`src/rtl/dbgs_pkg.sv`:
```
package dbgs_pkg;
  // one sample of the two asynchronous host lines, kept together so both
  // pass through the same number of synchronizer stages
  typedef struct packed {
    logic sclk;
    logic sdi;
  } dbgs_line_t;
endpackage

```
`src/rtl/dbgs_sync.sv`:
```
module dbgs_sync
  import dbgs_pkg::*;
#(
  parameter int STAGES = 2
) (
  input  logic       clk,
  input  logic       rst_n,
  input  dbgs_line_t line_i,
  output dbgs_line_t line_o
);
  dbgs_line_t [STAGES-1:0] stage_q;

  always_ff @(posedge clk or negedge rst_n) begin
    if (!rst_n) begin
      stage_q <= '0;
    end else begin
      stage_q[0] <= line_i;
      for (int i = 1; i < STAGES; i++) begin
        stage_q[i] <= stage_q[i-1];
      end
    end
  end

  assign line_o = stage_q[STAGES-1];
endmodule

```
`src/rtl/dbgs_edge.sv`:
```
module dbgs_edge (
  input  logic clk,
  input  logic rst_n,
  input  logic sclk_s_i,
  output logic step_o
);
  logic armed_q, armed_d;

  // a step needs the clock high after a low phase has re-armed the detector
  always_comb begin
    step_o  = sclk_s_i & armed_q;
    armed_d = armed_q;
    if (!sclk_s_i) begin
      armed_d = 1'b1;
    end else if (step_o) begin
      armed_d = 1'b0;
    end
  end

  always_ff @(posedge clk or negedge rst_n) begin
    if (!rst_n) begin
      armed_q <= 1'b0;
    end else begin
      armed_q <= armed_d;
    end
  end
endmodule

```
`src/rtl/dbgs_shift.sv`:
```
module dbgs_shift #(
  parameter int PKT_W = 17,
  parameter int CNT_W = $clog2(PKT_W)
) (
  input  logic             clk,
  input  logic             rst_n,
  input  logic             step_i,
  input  logic             din_i,
  input  logic [PKT_W-1:0] tx_pkt_i,
  output logic             tx_msb_o,
  output logic             rx_valid_o,
  output logic [PKT_W-1:0] rx_pkt_o,
  output logic [CNT_W-1:0] cnt_o
);
  localparam logic [CNT_W-1:0] LAST = CNT_W'(PKT_W - 1);

  logic [CNT_W-1:0] cnt_q, cnt_d;
  logic [PKT_W-2:0] rx_sh_q, rx_sh_d;
  logic [PKT_W-1:0] tx_sh_q, tx_sh_d;
  logic [PKT_W-1:0] rx_pkt_q, rx_pkt_d;
  logic             rx_valid_q, rx_valid_d;
  logic             last_bit;

  assign last_bit = (cnt_q == LAST);

  always_comb begin
    cnt_d      = cnt_q;
    rx_sh_d    = rx_sh_q;
    tx_sh_d    = tx_sh_q;
    rx_pkt_d   = rx_pkt_q;
    rx_valid_d = 1'b0;
    if (step_i) begin
      rx_sh_d = {rx_sh_q[PKT_W-3:0], din_i};
      if (last_bit) begin
        cnt_d      = '0;
        rx_valid_d = 1'b1;
        rx_pkt_d   = {rx_sh_q, din_i};
        tx_sh_d    = tx_pkt_i;
      end else begin
        cnt_d   = cnt_q + 1'b1;
        tx_sh_d = {tx_sh_q[PKT_W-2:0], 1'b0};
      end
    end else if (cnt_q == '0) begin
      // idle between packets: keep the pending response loaded
      tx_sh_d = tx_pkt_i;
    end
  end

  always_ff @(posedge clk or negedge rst_n) begin
    if (!rst_n) begin
      cnt_q      <= '0;
      rx_sh_q    <= '0;
      tx_sh_q    <= '0;
      rx_pkt_q   <= '0;
      rx_valid_q <= 1'b0;
    end else begin
      cnt_q      <= cnt_d;
      rx_sh_q    <= rx_sh_d;
      tx_sh_q    <= tx_sh_d;
      rx_pkt_q   <= rx_pkt_d;
      rx_valid_q <= rx_valid_d;
    end
  end

  assign tx_msb_o   = tx_sh_q[PKT_W-1];
  assign rx_valid_o = rx_valid_q;
  assign rx_pkt_o   = rx_pkt_q;
  assign cnt_o      = cnt_q;
endmodule

```
`src/rtl/dbg_serial_slave.sv`:
```
module dbg_serial_slave
  import dbgs_pkg::*;
#(
  parameter int DATA_W      = 16,
  parameter int SYNC_STAGES = 2,
  parameter int PKT_W       = DATA_W + 1,
  parameter int CNT_W       = $clog2(PKT_W)
) (
  input  logic             clk,
  input  logic             rst_n,
  input  logic             sclk_i,
  input  logic             sdi_i,
  input  logic [PKT_W-1:0] tx_pkt_i,
  output logic             sdo_o,
  output logic             rx_valid_o,
  output logic [PKT_W-1:0] rx_pkt_o
);
  dbgs_line_t       raw_w, sync_w;
  logic             sclk_s_w, step_w, tx_msb_w;
  logic [CNT_W-1:0] cnt_w;
  logic             sdo_q, sdo_d;

  assign raw_w.sclk = sclk_i;
  assign raw_w.sdi  = sdi_i;
  assign sclk_s_w   = sync_w.sclk;

  dbgs_sync #(.STAGES(SYNC_STAGES)) u_sync (
    .clk    (clk),
    .rst_n  (rst_n),
    .line_i (raw_w),
    .line_o (sync_w)
  );

  dbgs_edge u_edge (
    .clk      (clk),
    .rst_n    (rst_n),
    .sclk_s_i (sclk_s_w),
    .step_o   (step_w)
  );

  dbgs_shift #(.PKT_W(PKT_W), .CNT_W(CNT_W)) u_shift (
    .clk        (clk),
    .rst_n      (rst_n),
    .step_i     (step_w),
    .din_i      (sync_w.sdi),
    .tx_pkt_i   (tx_pkt_i),
    .tx_msb_o   (tx_msb_w),
    .rx_valid_o (rx_valid_o),
    .rx_pkt_o   (rx_pkt_o),
    .cnt_o      (cnt_w)
  );

  // output register: data-out lags the shift state by one cycle
  assign sdo_d = tx_msb_w;

  always_ff @(posedge clk or negedge rst_n) begin
    if (!rst_n) begin
      sdo_q <= 1'b0;
    end else begin
      sdo_q <= sdo_d;
    end
  end

  assign sdo_o = sdo_q;
endmodule

```
`config.mk`:
```
export PLATFORM = sky130hd
export DESIGN_NAME = dbg_serial_slave
export DESIGN_NICKNAME = d
export VERILOG_FILES = /design/src/rtl/dbgs_pkg.sv /design/src/rtl/dbgs_sync.sv /design/src/rtl/dbgs_edge.sv /design/src/rtl/dbgs_shift.sv /design/src/rtl/dbg_serial_slave.sv
export SDC_FILE = /design/constraint.sdc
export NUM_CORES = 1
export LEC_CHECK = 0
export CORE_MARGIN = 10
export CORE_UTILIZATION = 50
export CTS_CLUSTER_DIAMETER = 150
export CTS_CLUSTER_SIZE = 16
export DETAILED_ROUTE_END_ITERATION = 7
export PLACE_DENSITY_LB_ADDON = 0.12
export SLEW_MARGIN = 10
export SYNTH_ARGS = -nofsm -noshare
export SYNTH_HDL_FRONTEND = slang
export SYNTH_HIERARCHICAL = 1
export SYNTH_SLANG_ARGS = --single-unit
```
`constraint.sdc`:
```
create_clock -name clk -period 4 [get_ports clk]
set_clock_uncertainty 0.2 [all_clocks]
set_input_delay 0.4 -clock clk [delete_from_list [all_inputs] [get_ports clk]]
set_output_delay 0.4 -clock clk [all_outputs]
set_load 0.1 [all_outputs]
```
==> results of run 1 <==
metrics by stage:
step                power [mW]  setup slack (ps)  util [%]  hold slack [ps]
CTS                       2.47              1460      62.2             67.1
global route              2.60              1200      62.2             98.0
floorplan                 1.62              1980         -            -95.6
detailed placement        1.79              1480      58.1              146
finish                    2.45              1500      62.2             20.1
global placement          1.77              1510      58.1              138
flip-flops by register name, indices dropped and copies added, names as in the netlist:
name                cells
u_edge/armed_q          1
u_shift/rx_sh_q        16
u_sync/stage_q          2
sdo_o                   1
u_shift/rx_valid_o      1
u_shift/cnt_o           5
u_sync/line_o           2
u_shift/tx_sh_q        17
u_shift/rx_pkt_o       17
placed cells by master, fill, tap and decap left out, types with 2 or more instances in the layout:
cell / count
nand3_1: 4
nand2_1: 18
o2bb2ai_2: 10
mux2_1: 13
clkdlybuf4s50_1: 38
ha_1: 2
mux2_2: 25
o21ai_0: 17
dfrtp_1: 62
bufinv_16: 3
inv_1: 5
o2bb2ai_1: 20
nor2_1: 35
buf_4: 4
clkbuf_8: 10
nand4_1: 3
mux2_4: 10
layer usage:
layer / share of wire, % / global-route usage, % / up-vias
met5: 0 / 0 / -
met4: 1.8 / 5.73 / 0
met3: 5.6 / 5.21 / 11
met2: 47 / 19.1 / 36
met1: 46 / 15.3 / 1003
li1: - / - / 983
final cells by class:
class                      instances  area share, %
inverter                           5          0.509
clock buffer                      11           3.84
sequential                        62           42.1
tap                               75           2.55
clock inverter                     5           2.89
multi-input combinational        170           36.8
timing repair buffer              43           11.3
critical path: cells and delay by family, from the launching register on:
kind                       cells  cell delay [ps]
muxes                          1              420
DFF                            1              400
and+or+nand+nor                2             1070
adders and majority gates      1              190
buffers and inverters          1              100
worst max-delay path by stage:
| stage | startpoint | endpoint | depth (start not counted) |
|---|---|---|---|
| after floorplan | u_shift/cnt_o[0] | u_shift/rx_pkt_o[10] | 7 |
| after global placement | u_sync/line_o[1] | u_shift/rx_pkt_o[0] | 3 |
| after detailed placement | u_sync/line_o[1] | u_shift/rx_pkt_o[6] | 3 |
| after CTS | u_shift/cnt_o[0] | u_shift/rx_pkt_o[16] | 5 |
| after global routing | u_shift/cnt_o[0] | u_shift/rx_pkt_o[16] | 5 |
| final | u_shift/cnt_o[0] | u_shift/rx_pkt_o[16] | 5 |
logic make-up (layout without fill, tap and decap cells):
family | Yosys count | count (layout) | synth area share, %
mux | 49 | 49 | 19.2
fa+ha+maj | 2 | 2 | 0.819
compound gates | 52 | 52 | 14.7
flops | 62 | 62 | 50.8
simple gates | 65 | 65 | 9.09
xor+xnor | 2 | 2 | 0.573
buf+inv | 27 | 64 | 4.87
where the power goes:
group	switching (mW)	total, mW	internal [mW]
clock network	0.244	0.676	0.432
logic	0.435	0.806	0.371
registers	0.146	0.967	0.821
==> results.cfg, run 1 <==
[sta]
slew_headroom_pct = 33.4
max_freq_mhz = 400
tns_ps = 0
worst_slew_pin_slew_ps = 999
period_share_pct = 62.5
post-route-min-period_ps = 2500
finalSetupViolCount = 0
hold_viol = 0
drv_slew = 0
rsz0062_at_grt = no

[placed_design]
place_congestion = 0.734
dp_cells = 355
dp_hpwl_mm = 3.67
port_buffers = 39
placed_cell_area_um2 = 3440

[synthesis]
ys_types = 31
ys_warn_count = 6
synth_ff_type = dfrtp_1
syn_area_per_cell_um2 = 11.8
netlist_area_um2 = 3060
synth_most_common_cell = dfrtp_1
netlist_instances = 259
ys_seq_area_share_pct = 50.8
synth_area_leaders = dfrtp_1 (51%), mux2_2 (9.2%), o2bb2ai_1 (5.7%)
yosysTopAreaCell = dfrtp_1
synth_seq_cells = 62
synth_top_area_share_pct = 50.8
syn-num-nets = 282
synth_edf_count = 0
synth_common_cells = dfrtp_1 (62), nor2_1 (35), mux2_2 (25)
async_reset_ff_share_pct = 100

[clock_network]
clock_latency_ps = 340
ctsHoldBuffers = 0
cts_buffer_depth = 2
cts_resized = 0
post-cts-setup-buffer-count = 0
numCtsBuffers = 9
cts_tree = done
clk_pin_slew_ps = 70
root_buffer = clkbuf_8
clock-sinks = 62
h-tree-depth = 3

[routing]
viasPerCell = 5.48
drtIter0Drc = 142
drt-total-wl_mm = 5.72
vias = 2033
ant_nets = 0
dr.pass1.iters = 5
drcViolationCount = 0
wl_per_cell_um = 15.4

[critical_path]
setup.worst_path.class = flip-flop to flip-flop
r2r_cells = 5
rr_endpoint = u_shift/rx_pkt_o[16]
critPathRequiredTime_ps = 4020
path_cells = inv_1 -> ha_1 -> nor3b_1 -> and3_1 -> mux2_2
reg2reg_from = u_shift/cnt_o[0]
r2r_slack_ps = 1500
end_kind = flip-flop
cp.arrival_ps = 2520
slowest_delay_ps = 770
worstSetupStartpointType = flip-flop
crit_fanout = 19
crit_slowest_cell = and3_1

[floorplan]
ios = 40
die-area_um2 = 9640
rows = 28
start_util_pct = 51.6
fp.dieH_um = 98.2
fp.dieW_um = 98.2
core_um2 = 5920

[grt]
grt_start_max_net_pins = 47
antenna_found_initial = 0
grt_first_pass_wirelength_mm = 10.1
grt_pass1_vias = 2138
grt_use_total_pct = 12.6
grt.overflow.total = 0

[power]
powerDensity_nw_per_um2 = 665
ir_drop_uv = 388
leakagePower_nw = 1.63

[finish]
layout-drive-gt1-share_pct = 22.3
finalInstanceArea_um2 = 3680
n_antenna_cell = 0
seqCellArea_um2 = 1550
fillers = 475
multi_input_area_um2 = 1360
area_delta_synth_final_pct = 20.5
nets = 314
instances_no_fill = 371

[worst_hold_path]
worstHoldPathType = input pin to async pin

[outcome]
status = complete, no violations

[run]
max-cap-violations = 0
Power figures use the tool's default switching activity.
==> run 2: changes to the inputs <==
==> constraint.sdc (replaced) <==
create_clock -name clk -period 2.4 [get_ports clk]
set_clock_uncertainty 0.2 [all_clocks]
set_input_delay 0.24 -clock clk [delete_from_list [all_inputs] [get_ports clk]]
set_output_delay 0.24 -clock clk [all_outputs]
set_load 0.1 [all_outputs]
==> results.cfg, run 2 (same netlist as run 1, synthesis figures left out) <==
[outcome]
status = complete, no violations

[sta]
worst_slew_pin_slew_ps = 711
period_share_pct = 87.3
post-route-min-period_ps = 2100
finalSetupViolCount = 0
tns_ps = 0
fin_ws_ps = 304
hold_viol = 0
slew_headroom_pct = 52.6
hold-worst-slack_ps = 142
rsz0062_at_grt = no
drv_slew = 0
max_freq_mhz = 477

[grt]
grt_first_pass_wirelength_mm = 9.99
grt.overflow.total = 0
grt_pass1_vias = 2178
grt_start_max_net_pins = 35
antenna_found_initial = 0
grt_use_total_pct = 12.3

[power]
powerDensity_nw_per_um2 = 1040
power.share.clock_pct = 22.4
p_int_mw = 2.46
seqPwrFrac_pct = 42.4
power_frac_comb_pct = 35.2
leakagePower_nw = 1.67
p_switching_mw = 1.34
p_total_mw = 3.80
ir_drop_uv = 572
power.share.switching_pct = 35.3

[finish]
utilization_pct = 61.6
instances_no_fill = 377
finalInstanceArea_um2 = 3640
nets = 320
layout-drive-gt1-share_pct = 29.1
final_cell_mix = dfrtp_1 (62), nor2_1 (35), buf_4 (26)
seqCellArea_um2 = 1550
fillers = 493
final_common_cell = dfrtp_1
area_delta_synth_final_pct = 19.2
multi_input_area_um2 = 1360
n_antenna_cell = 0

[floorplan]
fp.dieH_um = 98.2
fp.dieW_um = 98.2
die-area_um2 = 9640
core_um2 = 5920
start_util_pct = 51.6
rows = 28
ios = 40

[placed_design]
dp_hpwl_mm = 3.69
placed_cell_area_um2 = 3450
dp_cells = 360
place_congestion = 0.737
port_buffers = 39
pre_cts_ws_ps = 350

[routing]
wl_met1_mm = 2.74
drt-total-wl_mm = 5.74
top_layer_used = met4
wl_met3_um = 234
viasPerCell = 5.41
drtIter0Drc = 97
drcViolationCount = 0
vias = 2041
routed-wl-met2_mm = 2.69
dr.pass1.iters = 4
ant_nets = 0
wl_per_cell_um = 15.2

[clock_network]
numCtsBuffers = 9
cts_tree = done
cts_resized = 0
clock_latency_ps = 330
h-tree-depth = 3
cts_buffer_depth = 2
clk_pin_slew_ps = 60
root_buffer = clkbuf_8
clock-sinks = 62
ctsHoldBuffers = 1
post-cts-setup-buffer-count = 0

[critical_path]
critPathRequiredTime_ps = 2420
worstSetupStartpointType = flip-flop
setup.worst_path.class = flip-flop to flip-flop
crit_fanout = 19
end_kind = flip-flop
cp.arrival_ps = 2110

[worst_hold_path]
worstHoldPathType = input pin to flip-flop

[run]
max-cap-violations = 0
## run 2: cell count changes in the layout (fill, tap and decap cells not counted), moves of 2 or more
cell and change:
clkinv_2 +2, buf_4 +22, clkbuf_1 +2, buf_12 +2
bufinv_16 -2, clkdlybuf4s50_1 -19
## run 2: power groups by stage
stage	clock network (mW)	registers (mW)	logic, mW
after CTS	0.881	1.61	1.36
final	0.853	1.61	1.34
after floorplan	0	1.80	0.898
after detailed placement	0	1.63	1.35
after global placement	0	1.62	1.32
after global routing	0.927	1.67	1.45
## run 2: worst paths after layout
path | startpoint | to | slack (ps) | cells past startpoint
setup / recovery | u_shift/cnt_o[0] | u_shift/rx_pkt_o[7] | 300 | 6
hold / removal | sclk_i | u_sync/stage_q[1] | 140 | 1
setup reg to reg | u_shift/cnt_o[0] | u_shift/rx_pkt_o[7] | 300 | 6
hold reg to reg | u_sync/stage_q[1] | u_sync/line_o[1] | 150 | 0
max in group asynchronous | rst_n | u_shift/cnt_o[1] | 1090 | 3
min in group asynchronous | rst_n | u_shift/tx_sh_q[10] | 300 | 2
## run 2: metal layers
metal / vias to the layer above / global-route usage [%]
li1: 996 / -
met1: 1008 / 14.3
met2: 32 / 20.2
met3: 5 / 4.58
met4: 0 / 4.63
met5: - / 0
## run 2: worst max-delay path, stage by stage (launching register included)
cell,delay (ps)
dfrtp_1,390
inv_1,90
ha_1,170
nor3b_1,340
and3_1,260
buf_12,170
mux2_2,350
## run 2: cell type report
class / count / area share [%]
Multi-Input combinational cell: 170 / 37.2
Tap cell: 75 / 2.57
Clock inverter: 4 / 1.30
Inverter: 5 / 0.515
Clock buffer: 12 / 3.71
Timing Repair Buffer: 49 / 12.1
Sequential cell: 62 / 42.6
==> run 3: changes to the inputs <==
--- a/config.mk
+++ b/config.mk
@@ -10,6 +10,7 @@
 export CTS_CLUSTER_DIAMETER = 150
 export CTS_CLUSTER_SIZE = 16
 export DETAILED_ROUTE_END_ITERATION = 7
+export GPL_TIMING_DRIVEN = 0
 export PLACE_DENSITY_LB_ADDON = 0.12
 export SLEW_MARGIN = 10
 export SYNTH_ARGS = -nofsm -noshare
==> results.cfg, run 3 (same netlist as run 1, synthesis figures left out) <==
[outcome]
status = complete, no violations

[power]
power_frac_comb_pct = 37.7
power.share.clock_pct = 19.8
p_int_mw = 2.39
power.share.switching_pct = 37.0
leakagePower_nw = 1.64
p_switching_mw = 1.41
p_total_mw = 3.80
ir_drop_uv = 513
seqPwrFrac_pct = 42.5
powerDensity_nw_per_um2 = 1020

[critical_path]
critPathLaunch = u_shift/rx_pkt_o[7]
crit_slowest_cell = clkdlybuf4s50_1
path_buf_inv = 1
worstSetupStartpointType = flip-flop
path_depth = 1
crit_fanout = 2
reg2reg_from = u_shift/cnt_o[0]
critPathRequiredTime_ps = 1960
path_cells = clkdlybuf4s50_1
cp_top_family = buffers and inverters
r2r_cells = 7
cp.arrival_ps = 1840
end_kind = output pin
setup.worst_path.class = flip-flop to output pin
slowest_delay_ps = 1150

[routing]
dr.pass1.iters = 4
drcViolationCount = 0
viasPerCell = 5.54
vias = 2157
wl_per_cell_um = 16.8
drt-total-wl_mm = 6.53
ant_nets = 0
drtIter0Drc = 89

[grt]
grt_pass1_vias = 2172
grt_start_max_net_pins = 63
grt.overflow.total = 0
antenna_found_initial = 0
grt_use_total_pct = 13.5
grt_first_pass_wirelength_mm = 10.7

[clock_network]
root_buffer = clkbuf_8
clk_pin_slew_ps = 70
clock-sinks = 62
h-tree-depth = 3
numCtsBuffers = 9
post-cts-setup-buffer-count = 0
cts_buffer_depth = 2
clock_latency_ps = 330
cts_tree = done

[finish]
final_cell_mix = dfrtp_1 (62), clkdlybuf4s50_1 (38), nor2_1 (35)
area_delta_synth_final_pct = 21.3
nets = 333
n_antenna_cell = 0
layout-drive-gt1-share_pct = 22.6
final_common_cell = dfrtp_1
finalInstanceArea_um2 = 3710

[sta]
rsz0062_at_grt = no
max_freq_mhz = 439
finalSetupViolCount = 0
hold-worst-slack_ps = 139
period_share_pct = 94.8
hold_viol = 0
slew_headroom_pct = 34.2
worst_slew_pin_slew_ps = 983
tns_ps = 0
drv_slew = 0
post-route-min-period_ps = 2280

[placed_design]
port_buffers = 39
placed_cell_area_um2 = 3540
place_congestion = 0.776
dp_hpwl_mm = 4.31

[floorplan]
core_um2 = 5920
die-area_um2 = 9640
ios = 40
rows = 28
fp.dieH_um = 98.2
start_util_pct = 51.6
fp.dieW_um = 98.2

[run]
max-cap-violations = 0

[worst_hold_path]
hold_path_depth = 1
worstHoldPathType = input pin to flip-flop
hp-start = sdi_i
## run 3: changes by cell type in the layout (fill, tap and decap cells not counted), moves of 2 or more
cell | previous run | this run
buf_4 | 26 | 5
clkdlybuf4s50_1 | 19 | 38
clkbuf_1 | 3 | 11
buf_6 | 0 | 4
buf_1 | 0 | 2
buf_12 | 2 | 0
clkinv_2 | 2 | 4
## run 3: per-layer routing
layer	vias up	wire, µm	track usage [%]
met1	1088	3000	17.0
met5	-	0	0
met4	0	93	6.39
met3	9	341	4.58
met2	43	3100	20.4
li1	1017	-	-
## run 3: cell type report
class                   count  area [µm²]
fillers                   491        2210
flip-flops and latches     62        1550
multi-input cells         170        1360
repair buffers             40         398
plain buffers              22         130
clock buffers              10         128
well taps                  75        93.8
clock inverters             5        27.5
inverters                   5        18.8
## run 3: power groups by stage
stage	clock (mW)	sequential, mW	combinational, mW
2_1_floorplan	0	1.80	0.898
4_1_cts	0.770	1.61	1.44
5_1_grt	0.814	1.66	1.54
6_report	0.753	1.61	1.43
3_5_place_dp	0	1.62	1.43
3_3_place_gp	0	1.61	1.40
## run 3: final timing paths
check / slack, ps / to
max: 120 / rx_pkt_o[7]
min: 140 / u_sync/stage_q[0]
max reg2reg: 180 / u_shift/rx_pkt_o[14]
min reg2reg: 150 / u_sync/line_o[0]
max in group asynchronous: 1160 / u_shift/cnt_o[3]
min in group asynchronous: 330 / u_shift/tx_sh_q[10]
## run 3: repair_timing
item                                    CTS  global route
resized for setup                         0             1
hold buffers                              1             0
endpoints found under the hold margin    62             0
endpoints found under the setup margin    0             8
## run 3: stage by stage
step,instances,util (%),setup slack (ps)
final,389,62.6,124
after global routing,389,62.6,52.0
after CTS,389,62.6,67.9
after detailed placement,373,59.8,84.0
after global placement,373,59.8,-1160
after floorplan,259,-,377
